**config.mk**
```make
export PLATFORM = sky130hd
export DESIGN_NAME = wrbuf_hold_gate
export DESIGN_NICKNAME = d
export VERILOG_FILES = /design/src/rtl/wbh_pkg.sv /design/src/rtl/wbh_beat_track.sv /design/src/rtl/wbh_hold_sampler.sv /design/src/rtl/wbh_order_fifo.sv /design/src/rtl/wrbuf_hold_gate.sv
export SDC_FILE = /design/constraint.sdc
export NUM_CORES = 1
export LEC_CHECK = 0
export ABC_AREA = 1
export BUFFER_PORTS_ARGS = -buffer_cell sky130_fd_sc_hd__buf_2
export CAP_MARGIN = 20
export CORE_MARGIN = 3
export CORE_UTILIZATION = 55
export DETAILED_ROUTE_END_ITERATION = 6
export PLACE_DENSITY = 0.76
export SETUP_SLACK_MARGIN = 0.2
export SYNTH_ARGS = -nofsm -noshare
export SYNTH_HDL_FRONTEND = slang
export SYNTH_SLANG_ARGS = --single-unit
```
**constraint.sdc**
```tcl
create_clock -name clk -period 2.3 [get_ports clk]
set_clock_uncertainty 0.05 [all_clocks]
set_input_delay 0.46 -clock clk [delete_from_list [all_inputs] [get_ports clk]]
set_output_delay 0.46 -clock clk [all_outputs]
set_load 0.05 [all_outputs]
```
**src/rtl/wbh_pkg.sv**
```systemverilog
package wbh_pkg;

  // Fixed source positions inside the gated request/grant vectors.
  localparam int unsigned SRC_STORE  = 0;
  localparam int unsigned SRC_BUSWR  = 1;
  localparam int unsigned SRC_SERIAL = 2;
  localparam int unsigned SRC_IRQ0   = 3;

  // Beats remaining after the first one, for a cycle of the given kind.
  function automatic int unsigned beats_after_first(input logic burst,
                                                    input int unsigned burst_len);
    return burst ? (burst_len - 1) : 0;
  endfunction

  // Next holdoff state: raised only while sampling and the buffers are busy.
  function automatic logic next_hold(input logic sample_en, input logic bufempty_n);
    return sample_en & bufempty_n;
  endfunction

  // Circular pointer advance for a queue of any depth.
  function automatic int unsigned ptr_next(input int unsigned ptr,
                                           input int unsigned depth);
    return (ptr == depth - 1) ? 0 : ptr + 1;
  endfunction

endpackage

```
**src/rtl/wbh_beat_track.sv**
```systemverilog
module wbh_beat_track #(
  parameter int unsigned BURST_LEN = 4
) (
  input  logic clk,
  input  logic rst,
  input  logic cyc_start_i,
  input  logic cyc_burst_i,
  input  logic rdy_i,
  output logic last_beat_o
);
  import wbh_pkg::*;

  localparam int unsigned CW = (BURST_LEN > 1) ? $clog2(BURST_LEN) : 1;

  logic          active_q;
  logic [CW-1:0] left_q;
  logic          beat_seen;

  assign beat_seen   = active_q & rdy_i;
  assign last_beat_o = beat_seen & (left_q == '0);

  always_ff @(posedge clk) begin
    if (rst) begin
      active_q <= 1'b0;
      left_q   <= '0;
    end else if (cyc_start_i) begin
      active_q <= 1'b1;
      left_q   <= CW'(beats_after_first(cyc_burst_i, BURST_LEN));
    end else if (beat_seen) begin
      if (left_q == '0) begin
        active_q <= 1'b0;
      end else begin
        left_q <= left_q - 1'b1;
      end
    end
  end

  // A new cycle starts only when the previous one has finished.
  assert_start_when_idle_R1: assert property (@(posedge clk) disable iff (rst)
    cyc_start_i |-> !active_q);

  // An early beat of a burst keeps the cycle open (no sampling yet).
  assert_early_beat_open_R1: assert property (@(posedge clk) disable iff (rst)
    (beat_seen && !last_beat_o) |=> active_q);

  // The completing beat closes the cycle.
  assert_last_beat_closes_R1: assert property (@(posedge clk) disable iff (rst)
    (last_beat_o && !cyc_start_i) |=> !active_q);

endmodule

```
**src/rtl/wbh_hold_sampler.sv**
```systemverilog
module wbh_hold_sampler (
  input  logic clk,
  input  logic rst,
  input  logic last_beat_i,
  input  logic bufempty_n,
  output logic hold_o
);
  import wbh_pkg::*;

  logic hold_q;
  logic sample_en;

  assign sample_en = last_beat_i | hold_q;
  assign hold_o    = hold_q;

  always_ff @(posedge clk) begin
    if (rst) begin
      hold_q <= 1'b0;
    end else begin
      hold_q <= next_hold(sample_en, bufempty_n);
    end
  end

  assert_busy_on_last_sets_R1: assert property (@(posedge clk) disable iff (rst)
    (last_beat_i && bufempty_n) |=> hold_q);

  assert_idle_stays_clear_R1: assert property (@(posedge clk) disable iff (rst)
    (!hold_q && !last_beat_i) |=> !hold_q);

  assert_empty_clears_R2: assert property (@(posedge clk) disable iff (rst)
    (hold_q && !bufempty_n) |=> !hold_q);

  assert_busy_keeps_R2: assert property (@(posedge clk) disable iff (rst)
    (hold_q && bufempty_n) |=> hold_q);

endmodule

```
**src/rtl/wbh_order_fifo.sv**
```systemverilog
module wbh_order_fifo #(
  parameter int unsigned DEPTH = 4,
  parameter int unsigned W     = 3
) (
  input  logic         clk,
  input  logic         rst,
  input  logic         push_i,
  input  logic [W-1:0] push_data_i,
  input  logic         pop_i,
  output logic [W-1:0] head_o,
  output logic         empty_o,
  output logic         full_o
);
  import wbh_pkg::*;

  localparam int unsigned AW = (DEPTH > 1) ? $clog2(DEPTH) : 1;
  localparam int unsigned CW = $clog2(DEPTH + 1);

  logic [W-1:0]  mem_q [DEPTH];
  logic [AW-1:0] wr_q;
  logic [AW-1:0] rd_q;
  logic [CW-1:0] cnt_q;
  logic          do_push;
  logic          do_pop;

  assign empty_o = (cnt_q == '0);
  assign full_o  = (cnt_q == CW'(DEPTH));
  assign head_o  = mem_q[rd_q];
  assign do_pop  = pop_i & ~empty_o;
  assign do_push = push_i & (~full_o | do_pop);

  always_ff @(posedge clk) begin
    if (do_push) begin
      mem_q[wr_q] <= push_data_i;
    end
  end

  always_ff @(posedge clk) begin
    if (rst) begin
      wr_q  <= '0;
      rd_q  <= '0;
      cnt_q <= '0;
    end else begin
      if (do_push) wr_q <= AW'(ptr_next(int'(wr_q), DEPTH));
      if (do_pop)  rd_q <= AW'(ptr_next(int'(rd_q), DEPTH));
      case ({do_push, do_pop})
        2'b10:   cnt_q <= cnt_q + 1'b1;
        2'b01:   cnt_q <= cnt_q - 1'b1;
        default: cnt_q <= cnt_q;
      endcase
    end
  end

  assert_no_overflow_R10: assert property (@(posedge clk) disable iff (rst)
    !(push_i && full_o && !pop_i));

  assert_no_underflow_R6: assert property (@(posedge clk) disable iff (rst)
    !(pop_i && empty_o));

  assert_push_nonempty_R6: assert property (@(posedge clk) disable iff (rst)
    (do_push && !do_pop) |=> !empty_o);

endmodule

```
**src/rtl/wrbuf_hold_gate.sv**
```systemverilog
module wrbuf_hold_gate #(
  parameter int unsigned NIRQ      = 4,
  parameter int unsigned QDEPTH    = 4,
  parameter int unsigned BURST_LEN = 4
) (
  input  logic            clk,
  input  logic            rst,
  input  logic            wcyc_start,
  input  logic            wcyc_burst,
  input  logic            wcyc_rdy,
  input  logic            bufempty_n,
  input  logic            st_commit_req,
  input  logic            bus_wr_req,
  input  logic            serial_req,
  input  logic [NIRQ-1:0] irq_req,
  input  logic [NIRQ-1:0] irq_wr_mem,
  output logic            st_commit_gnt,
  output logic            bus_wr_gnt,
  output logic            serial_gnt,
  output logic [NIRQ-1:0] irq_gnt,
  output logic            hold_active
);
  import wbh_pkg::*;

  localparam int unsigned NSRC = SRC_IRQ0 + NIRQ;
  localparam int unsigned IDW  = $clog2(NSRC);

  logic            last_beat;
  logic            hold;
  logic [NSRC-1:0] gated_req;
  logic [NSRC-1:0] gated_gnt;
  logic [NIRQ-1:0] pass_irq;
  logic            any_gated;
  logic [IDW-1:0]  req_id;
  logic [IDW-1:0]  head_id;
  logic            q_empty;
  logic            q_full;
  logic            imm_go;
  logic            q_push;
  logic            q_pop;

  function automatic logic [IDW-1:0] lowest_set(input logic [NSRC-1:0] v);
    logic [IDW-1:0] id;
    id = '0;
    for (int i = NSRC - 1; i >= 0; i--) begin
      if (v[i]) id = IDW'(i);
    end
    return id;
  endfunction

  wbh_beat_track #(.BURST_LEN(BURST_LEN)) u_beats (
    .clk         (clk),
    .rst         (rst),
    .cyc_start_i (wcyc_start),
    .cyc_burst_i (wcyc_burst),
    .rdy_i       (wcyc_rdy),
    .last_beat_o (last_beat)
  );

  wbh_hold_sampler u_sampler (
    .clk         (clk),
    .rst         (rst),
    .last_beat_i (last_beat),
    .bufempty_n  (bufempty_n),
    .hold_o      (hold)
  );

  // Gated request vector: fixed sources first, then memory-writing interrupts.
  assign gated_req[SRC_STORE]  = st_commit_req;
  assign gated_req[SRC_BUSWR]  = bus_wr_req;
  assign gated_req[SRC_SERIAL] = serial_req;
  for (genvar g = 0; g < NIRQ; g++) begin : g_irq_split
    assign gated_req[SRC_IRQ0 + g] = irq_req[g] & irq_wr_mem[g];
    assign pass_irq[g]             = irq_req[g] & ~irq_wr_mem[g];
  end

  assign any_gated = |gated_req;
  assign req_id    = lowest_set(gated_req);
  assign imm_go    = any_gated & ~hold & q_empty;
  assign q_push    = any_gated & ~imm_go;
  assign q_pop     = ~hold & ~q_empty;

  wbh_order_fifo #(.DEPTH(QDEPTH), .W(IDW)) u_order (
    .clk         (clk),
    .rst         (rst),
    .push_i      (q_push),
    .push_data_i (req_id),
    .pop_i       (q_pop),
    .head_o      (head_id),
    .empty_o     (q_empty),
    .full_o      (q_full)
  );

  always_comb begin
    gated_gnt = '0;
    if (imm_go) gated_gnt[req_id]  = 1'b1;
    if (q_pop)  gated_gnt[head_id] = 1'b1;
  end

  assign st_commit_gnt = gated_gnt[SRC_STORE];
  assign bus_wr_gnt    = gated_gnt[SRC_BUSWR];
  assign serial_gnt    = gated_gnt[SRC_SERIAL];
  assign irq_gnt       = gated_gnt[NSRC-1:SRC_IRQ0] | pass_irq;
  assign hold_active   = hold;

  // Nothing that writes memory is granted during a holdoff.
  assert_hold_blocks_fixed_R3: assert property (@(posedge clk) disable iff (rst)
    hold |-> (gated_gnt[SRC_SERIAL:SRC_STORE] == '0));

  assert_hold_blocks_irq_R4: assert property (@(posedge clk) disable iff (rst)
    hold |-> (gated_gnt[NSRC-1:SRC_IRQ0] == '0));

  // Non-writing interrupts pass through in the same cycle.
  for (genvar k = 0; k < NIRQ; k++) begin : g_pass_chk
    assert_plain_irq_passes_R5: assert property (@(posedge clk) disable iff (rst)
      (irq_req[k] && !irq_wr_mem[k]) |-> irq_gnt[k]);
  end

  // Ordered release: at most one gated grant per clock.
  assert_single_release_R6: assert property (@(posedge clk) disable iff (rst)
    $onehot0(gated_gnt));

  // A queued request is released as soon as the holdoff is gone.
  assert_release_after_clear_R6: assert property (@(posedge clk) disable iff (rst)
    (!hold && !q_empty) |-> (gated_gnt != '0));

  // Free path: request granted in the cycle it appears.
  assert_free_path_R7: assert property (@(posedge clk) disable iff (rst)
    (!hold && q_empty && any_gated) |-> (gated_gnt == gated_req));

  // Requester contract: one memory-writing request per cycle.
  assert_one_gated_req_R10: assert property (@(posedge clk) disable iff (rst)
    $countones(gated_req) <= 1);

  assert_queue_bounded_R10: assert property (@(posedge clk) disable iff (rst)
    q_full |-> !(q_push && !q_pop));

endmodule

```
==> results.cfg <==
[yosys]
ys_warn_count = 0
synth_top_area_cell = edfxtp_1
ys_types = 26
synthCells = 193
synth_area_leaders = edfxtp_1 (25%), dfxtp_1 (18%), nand2_1 (11%)
synth_top_area_share_pct = 24.8
avgSynthCellArea_um2 = 7.53
ys_seq_area_share_pct = 42.7
syn_area_mm2 = 0.00145
synth-seq-cells = 25
synth_nets = 217

[clocking]
clkLatencyLatePin_ns = 0.32
htreeDepth = 1
cts_buffer_depth = 2
clkSinkCount = 25
clockRootBuffer = clkbuf_4
cts_buffers = 3
cts_tree = yes
clkTransAtPathRegs_ns = 0.14

[route]
ant_nets = 0
drt-initial-drc-count = 58
wire_per_inst_um = 13.1
drt-total-wl_um = 3310
route.detailed.drc = 0
vias = 1337
drtPass1Iterations = 4
via_per_inst = 5.28

[timing]
rsz0062_at_grt = yes
hold_viol = 0
fin_tns_setup_ns = 0
maxSlewHeadroom_pct = 73.5
setup_slack_ns = 0.117
setup_viol = 0
finalMaxSlewViolations = 0
tightest_slew_ns = 0.395
fmax_ghz = 0.458
period_needed_ns = 2.18
fin_crit_sh_pct = 94.9

[floorplan]
die_x_um = 57.4
core_area_mm2 = 0.00236
start_util_pct = 61.5
io_pins = 25
die_y_um = 57.4
die-area_mm2 = 0.00329
row_count = 17

[final_layout]
fin_cells = 253
fill_cells = 184
seqCellArea_um2 = 628
final_nets = 250
synthToLayoutAreaGrowth_pct = 22.0
multiInputGateArea_um2 = 733
antenna_cells = 0
drive_gt1_share_pct = 29.3

[global_route]
grt_pass1_wl_um = 5670
grt_start_max_net_pins = 16
grt_overflow_total = 0
antenna_found_initial = 0
grt.total_usage_pct = 21.8
grt_pass1_vias = 1274

[pwr]
leakagePower_nw = 0.886
peakVddDrop_uv = 1090
power_mw = 2.18
cellPowerDensity_mw_per_mm2 = 1230

[hold_path]
hp-class = in -> reg

[critical_path]
required_ns = 1.79
end_kind = output pin
cp-start-kind = input port
arrival_ns = 1.67
worstPathMaxFanout = 6
crit_type = in -> out

[run_status]
status = finished, final reports clean

[placement]
portBuffers = 24
dp.cells = 245
hpwl_um = 2460
gp_congestion = 0.881
dp_slack_ns = 0.134

[run]
drv_cap = 0
[routing by layer]
layer / up-vias / GRT usage (%) / wire length, um / share of wire (%)
met5: - / 0 / 0 / 0
met4: 0 / 7.28 / 63 / 1.9
met3: 8 / 2.94 / 124 / 3.7
met2: 38 / 41.1 / 1860 / 56
met1: 611 / 24.9 / 1260 / 38
li1: 680 / - / - / -
[cells by family after synthesis]
logic type | count (synthesis) | synth area share, %
simple gates | 98 | 31.2
buf+inv | 39 | 10.1
flops | 25 | 42.7
compound gates | 24 | 9.48
fa+ha+maj | 7 | 6.55
[critical path, stage by stage]
cell     delay, ns
buf_2         0.09
inv_1         0.06
nand2_1       0.15
nor2_2        0.08
nand2_2       0.14
nand4_2       0.12
nor2_1        0.22
nand2_1       0.09
nand2_1       0.10
buf_6         0.16
[cell type report]
cell class                      count  area share (%)
Inverter                           39            8.55
Clock inverter                      1           0.424
Tap cell                           28            1.98
Timing Repair Buffer               28            10.9
Clock buffer                        3            1.27
Sequential cell                    25            35.5
Multi-Input combinational cell    129            41.4
[state kept, by name, summed over array words and instances, names as in the netlist, named ones only]
name,count
u_beats.left_q,2
u_order.cnt_q,3
u_sampler.hold_o,1
u_beats.active_q,1
u_order.wr_q,2
u_order.rd_q,2
u_order.mem_q,12
[cell usage after synthesis, drive strengths merged]
master and instances:
o311ai 1, nor3 1, o21ai 9, or3 1
nand3 15, nand3b 1, dfxtp 13, nand4 3
a31oi 3, inv 39, o211a 1, edfxtp 12
fa 1, nor2 25, ha 6, o31ai 1
nand2 52, a21oi 8, o211ai 1
[repair_timing]
action	CTS	global route
pin swaps	4	5
setup endpoints to repair	7	7
gates resized for setup	22	10
hold buffers	0	0
buffers inserted	4	0
[report_power, final]
group	total, mW	leakage (nW)	switching [mW]	internal [mW]
Clock	0.197	0.0139	0.130	0.0664
Combinational	1.28	0.652	0.846	0.434
Sequential	0.700	0.221	0.0955	0.604
[metrics by stage]
stage,hold WS [ns],instance area [um^2],utilization [%]
after detailed placement,0.455,1630,68.8
final,0.287,1770,75.0
after global placement,0.446,1630,68.8
after global routing,0.280,1770,75.0
after floorplan,0.428,1470,-
after CTS,0.288,1740,73.7
[worst paths after layout]
kind	end	slack (ns)	cells past startpoint	from
worst max-delay path	irq_gnt[1]	0.12	10	bus_wr_req
worst min-delay path	u_beats.left_q[1]	0.29	2	rst
worst max register to register	u_order.cnt_q[2]	0.57	9	u_sampler.hold_o
worst min register to register	flop	0.46	2	u_order.rd_q[1]
[placed cells by master (no fill, tap or decap), types with 6 or more instances in the layout]
cell,synthesis,routed
ha_1,6,6
dfxtp_1,13,9
nor2_1,20,18
nand2_1,43,41
inv_1,35,32
o21ai_0,8,8
edfxtp_1,12,12
nand2_2,8,10
a21oi_1,8,8
nand3_1,14,12
buf_2,0,17
(Power assumes the default switching activity.)
